## config.mk

```make
export PLATFORM = sky130hd
export DESIGN_NAME = alu_flag_unit
export DESIGN_NICKNAME = d
export VERILOG_FILES = /design/src/rtl/flag_pkg.sv /design/src/rtl/flag_nz_detect.sv /design/src/rtl/flag_carry_mux.sv /design/src/rtl/flag_store.sv /design/src/rtl/alu_flag_unit.sv
export SDC_FILE = /design/constraint.sdc
export NUM_CORES = 1
export LEC_CHECK = 0
export BUFFER_PORTS_ARGS = -buffer_cell sky130_fd_sc_hd__buf_2
export CORE_AREA = 2 2 39 41
export DETAILED_ROUTE_END_ITERATION = 7
export DIE_AREA = 0 0 41 43
export HOLD_SLACK_MARGIN = 0.1
export PLACE_DENSITY = 0.45
export SLEW_MARGIN = 0
export SYNTH_ARGS = -nofsm -noshare
export SYNTH_HDL_FRONTEND = slang
export SYNTH_SLANG_ARGS = --single-unit
```

## constraint.sdc

```tcl
create_clock -name clk -period 0.9 [get_ports clk]
set_input_delay 0.045 -clock clk [delete_from_list [all_inputs] [get_ports clk]]
set_output_delay 0.045 -clock clk [all_outputs]
set_load 0.01 [all_outputs]
```

## src/rtl/flag_pkg.sv

```systemverilog
package flag_pkg;
  localparam int DATA_W      = 8;
  localparam int N_CARRY_SRC = 4;
  localparam int N_LOGIC_OE  = 3;

  typedef struct packed {
    logic carry;
    logic ovf;
    logic nz;
    logic neg;
  } flag_t;

  localparam int FLAG_W = $bits(flag_t);
endpackage

```

## src/rtl/flag_nz_detect.sv

```systemverilog
module flag_nz_detect #(
  parameter int WIDTH = 8
) (
  input  logic [WIDTH-1:0] value,
  output logic             nonzero
);
  always_comb nonzero = |value;
endmodule

```

## src/rtl/flag_carry_mux.sv

```systemverilog
// Active-low wired-AND selector: a source passes while its enable is low,
// otherwise it is forced high; the gated sources are ANDed.
module flag_carry_mux #(
  parameter int N_SRC = 4
) (
  input  logic [N_SRC-1:0] src,
  input  logic [N_SRC-1:0] sel_n,
  output logic             carry
);
  logic [N_SRC-1:0] gated;

  for (genvar i = 0; i < N_SRC; i++) begin : g_gate
    assign gated[i] = src[i] | sel_n[i];
  end

  assign carry = &gated;
endmodule

```

## src/rtl/flag_store.sv

```systemverilog
module flag_store #(
  parameter int WIDTH = 4
) (
  input  logic             clk,
  input  logic             rst_n,
  input  logic             load_n,
  input  logic [WIDTH-1:0] d,
  output logic [WIDTH-1:0] q
);
  always_ff @(posedge clk or negedge rst_n) begin
    if (!rst_n)       q <= '0;
    else if (!load_n) q <= d;
  end
endmodule

```

## src/rtl/alu_flag_unit.sv

```systemverilog
module alu_flag_unit
  import flag_pkg::*;
#(
  parameter int BUS_W = DATA_W
) (
  input  logic             clk,
  input  logic             rst_n,
  input  logic [BUS_W-1:0] bus_data,
  input  logic             sum_msb,
  input  logic             xor_msb,
  input  logic             w_msb,
  input  logic             w_lsb,
  input  logic             add_cout,
  input  logic             carry_force,
  input  logic             oe_add_n,
  input  logic             oe_shl_n,
  input  logic             oe_shr_n,
  input  logic             oe_and_n,
  input  logic             oe_or_n,
  input  logic             oe_xor_n,
  input  logic             latch_n,
  output logic [FLAG_W-1:0] flags
);
  logic [N_LOGIC_OE-1:0]  logic_oe_n;
  logic                   logic_sel_n;
  logic [N_CARRY_SRC-1:0] c_src;
  logic [N_CARRY_SRC-1:0] c_sel_n;
  logic                   carry_next;
  logic                   nz_next;
  flag_t                  next_flags;
  logic [FLAG_W-1:0]      stored;

  // Any logic-op enable low selects the explicit carry value.
  assign logic_oe_n  = {oe_xor_n, oe_or_n, oe_and_n};
  assign logic_sel_n = &logic_oe_n;

  assign c_src   = {carry_force, w_lsb,    w_msb,    add_cout};
  assign c_sel_n = {logic_sel_n, oe_shr_n, oe_shl_n, oe_add_n};

  flag_carry_mux #(.N_SRC(N_CARRY_SRC)) u_cmux (
    .src   (c_src),
    .sel_n (c_sel_n),
    .carry (carry_next)
  );

  flag_nz_detect #(.WIDTH(BUS_W)) u_nz (
    .value   (bus_data),
    .nonzero (nz_next)
  );

  always_comb begin
    next_flags.carry = carry_next;
    next_flags.ovf   = ~xor_msb & (w_msb ^ sum_msb);
    next_flags.nz    = nz_next;
    next_flags.neg   = sum_msb;
  end

  flag_store #(.WIDTH(FLAG_W)) u_store (
    .clk    (clk),
    .rst_n  (rst_n),
    .load_n (latch_n),
    .d      (next_flags),
    .q      (stored)
  );

  assign flags = stored;
endmodule

```

==> impl_metrics.tcl <==
set metrics [dict create \
    start_util 0.141 \
    clockBufferDepth 2 \
    antenna_found_initial 0 \
    grt_use_total 0.0859 \
    yosys.area_share.simple 0.135 \
    seq_area_frac_synth 0.513 \
    p_int_mw 0.417 \
    portBuffers 26 \
    nFillCells 147 \
    hold_path_class "input pin to register" \
    largest_register "u_store.q" \
    synthToLayoutAreaGrowth_pct 112 \
    largest_reg_flops 4 \
    reg.largest.list "u_store.q (4)" \
    rsz0062_at_grt "no" \
    synth-edff-count 0 \
    busiest_layer "met2" \
    syn-instance-count 18 \
    tns_ns 0 \
    grt_pass1_vias 225 \
    synth-xor-area-share 0.0449 \
    path_clk_slew_ns 0.04 \
    crit_path_start_kind "register" \
    ioPinCount 27 \
    cp.arrival_ns 0.76 \
    dr.pass1.iters 2 \
    synthMuxAreaShare 0.0577 \
    path_buf_inv 1 \
    syn_area_um2 195 \
    min_period_ns 0.803 \
    grt_util_met3 0.0785 \
    synth-seq-cells 4 \
    crit_family "flip-flops" \
    p_clk_frac 0.406 \
    vias 264 \
    drive_above_1_share 0.620 \
    die_h_um 43 \
    max_freq_mhz 1250 \
    synth_top_area_cell "dfrtp_1" \
    path_max_fanout 2 \
    hold_viol 0 \
    row_count 14 \
    async_flop_share 1.00 \
    totalWireLength_um 595 \
    ys_top_cells_by_area "dfrtp_1, o41ai_2, mux2_2" \
    max_stage_delay_ns 0.38 \
    slew_violations 0 \
    ys_warn_count 0 \
    gp_congestion 0.623 \
    numCtsBuffers 3 \
    p_switching_mw 0.125 \
    clk_latency_ns 0.23 \
    core_area_um2 1380 \
    fin_worst_skew_ns 0 \
    synthAdderAreaFrac 0 \
    crit_chain "buf_2" \
    root_buffer "clkbuf_4" \
    syn_area_per_cell_um2 10.8 \
    cts-htree-levels 1 \
    die_area_um2 1760 \
    combinationalPowerShare 0.222 \
    worst_ir_drop_vdd_v 0.000536 \
    netlist_top_cells_count "dfrtp_1, nand2_1, nor2_1" \
    criticalPathCategory "register to output pin" \
    cp_data_required_time_ns 0.85 \
    finalSetupViolCount 0 \
    synth_compound_area_frac 0.231 \
    grt_max_degree 8 \
    synth_top_flop_cell "dfrtp_1" \
    dr.first_iter.drc_count 1 \
    fin_nets 75 \
    cp-end-kind "output pin" \
    ant_nets 0 \
    die_x_um 41 \
    vias_per_cell 4.00 \
    post_cts_buffers 0 \
    gr-total-overflow 0 \
    fin_hold_ws_ns 0.102 \
    p_per_area_nw_per_um2 1310 \
    crit_slowest_cell "dfrtp_1" \
    antenna_cells 0 \
    tightestPinTransition_ns 0.222 \
    seqPwrFrac 0.371 \
    period_share 0.892 \
    grt_pass1_wl_um 862 \
    synth_nets 41 \
    synth_top_area_share 0.513 \
    p_leak_nw 0.227 \
    rrSetupSlack_ns 0.16 \
    route.detailed.drc 0 \
    max_slew_margin 0.850 \
    met2_usage 0.100 \
    cts.sinks 4 \
    post_drt_wl_per_cell_um 9.02 \
    outcome "completed" \
    use_met1 0.0852 \
    p_sw_frac 0.231 \
    synth.most_common_cell "dfrtp_1" \
    synth_top_family_by_area "compound AO/OA/AOI/OAI gates" \
    ys_types 13 \
    cts_tree "yes" \
    maxCapViolations 0 \
]
-- cell type report --
type,count,area [um^2],area share
inverters,1,3.75,0.00909
clock buffers,3,22.5,0.0545
multi-input cells,13,98.8,0.239
repair buffers,29,168,0.406
flip-flops and latches,4,100,0.242
well taps,16,20.0,0.0485
-- per-stage QoR --
step | worst slack, ns | std cells | utilization | total power, mW | cell area [um^2]
final | 0.0968 | 66 | 0.298 | 0.542 | 413
after global routing | 0.0568 | 66 | 0.298 | 0.591 | 413
after CTS | 0.0268 | 67 | 0.295 | 0.555 | 408
after detailed placement | 0.166 | 60 | 0.250 | 0.310 | 345
after global placement | 0.177 | 60 | 0.250 | 0.309 | 345
after floorplan | 0.129 | 18 | - | 0.237 | 195
-- cell usage in the layout (no fill, tap or decap), drive strengths merged --
| cell | n |
|---|---|
| a31oi | 1 |
| a32oi | 1 |
| buf | 25 |
| clkbuf | 3 |
| dfrtp | 4 |
| dlygate4sd3 | 3 |
| dlymetal6s4s | 1 |
| inv | 1 |
| mux2 | 1 |
| nand2 | 2 |
| nor2 | 2 |
| nor3 | 1 |
| nor4 | 1 |
| o22ai | 1 |
| o31ai | 1 |
| o41ai | 1 |
| xnor2 | 1 |
-- cells by family (layout without fill, tap and decap cells) --
group	after synthesis	after routing
XOR/XNOR	1	1
flip-flops	4	4
buffers and inverters	1	33
AND/OR/NAND/NOR	6	6
multiplexers	1	1
AO/OA/AOI/OAI	5	5
-- power by group through the flow --
stage / Clock, mW / Combinational (mW) / Sequential (mW)
after floorplan: 0 / 0.0276 / 0.210
after global placement: 0 / 0.106 / 0.203
after detailed placement: 0 / 0.106 / 0.204
after CTS: 0.233 / 0.120 / 0.202
after global routing: 0.252 / 0.136 / 0.203
final: 0.220 / 0.121 / 0.201
-- layer usage --
| metal | up-vias | part of all wire |
|---|---|---|
| met4 | 0 | 0 |
| met2 | 25 | 0.41 |
| met3 | 0 | 0.19 |
| met5 | - | 0 |
| li1 | 133 | - |
| met1 | 106 | 0.39 |
-- worst paths after layout --
kind	startpoint	endpoint	cells past startpoint
max in group asynchronous	rst_n	u_store.q[3]	2
min reg2reg	u_store.q[2]	u_store.q[2]	2
max reg2reg	u_store.q[0]	u_store.q[0]	1
max	u_store.q[3]	flags[3]	1
min in group asynchronous	rst_n	u_store.q[0]	2
min	latch_n	u_store.q[2]	2
-- repair_timing --
item | CTS | global route
hold endpoints to repair | 7 | 0
hold buffers | 4 | 0
setup endpoints to repair | 0 | 1
resized for setup | 0 | 2
No activity file was read; power rests on OpenSTA's default activity.
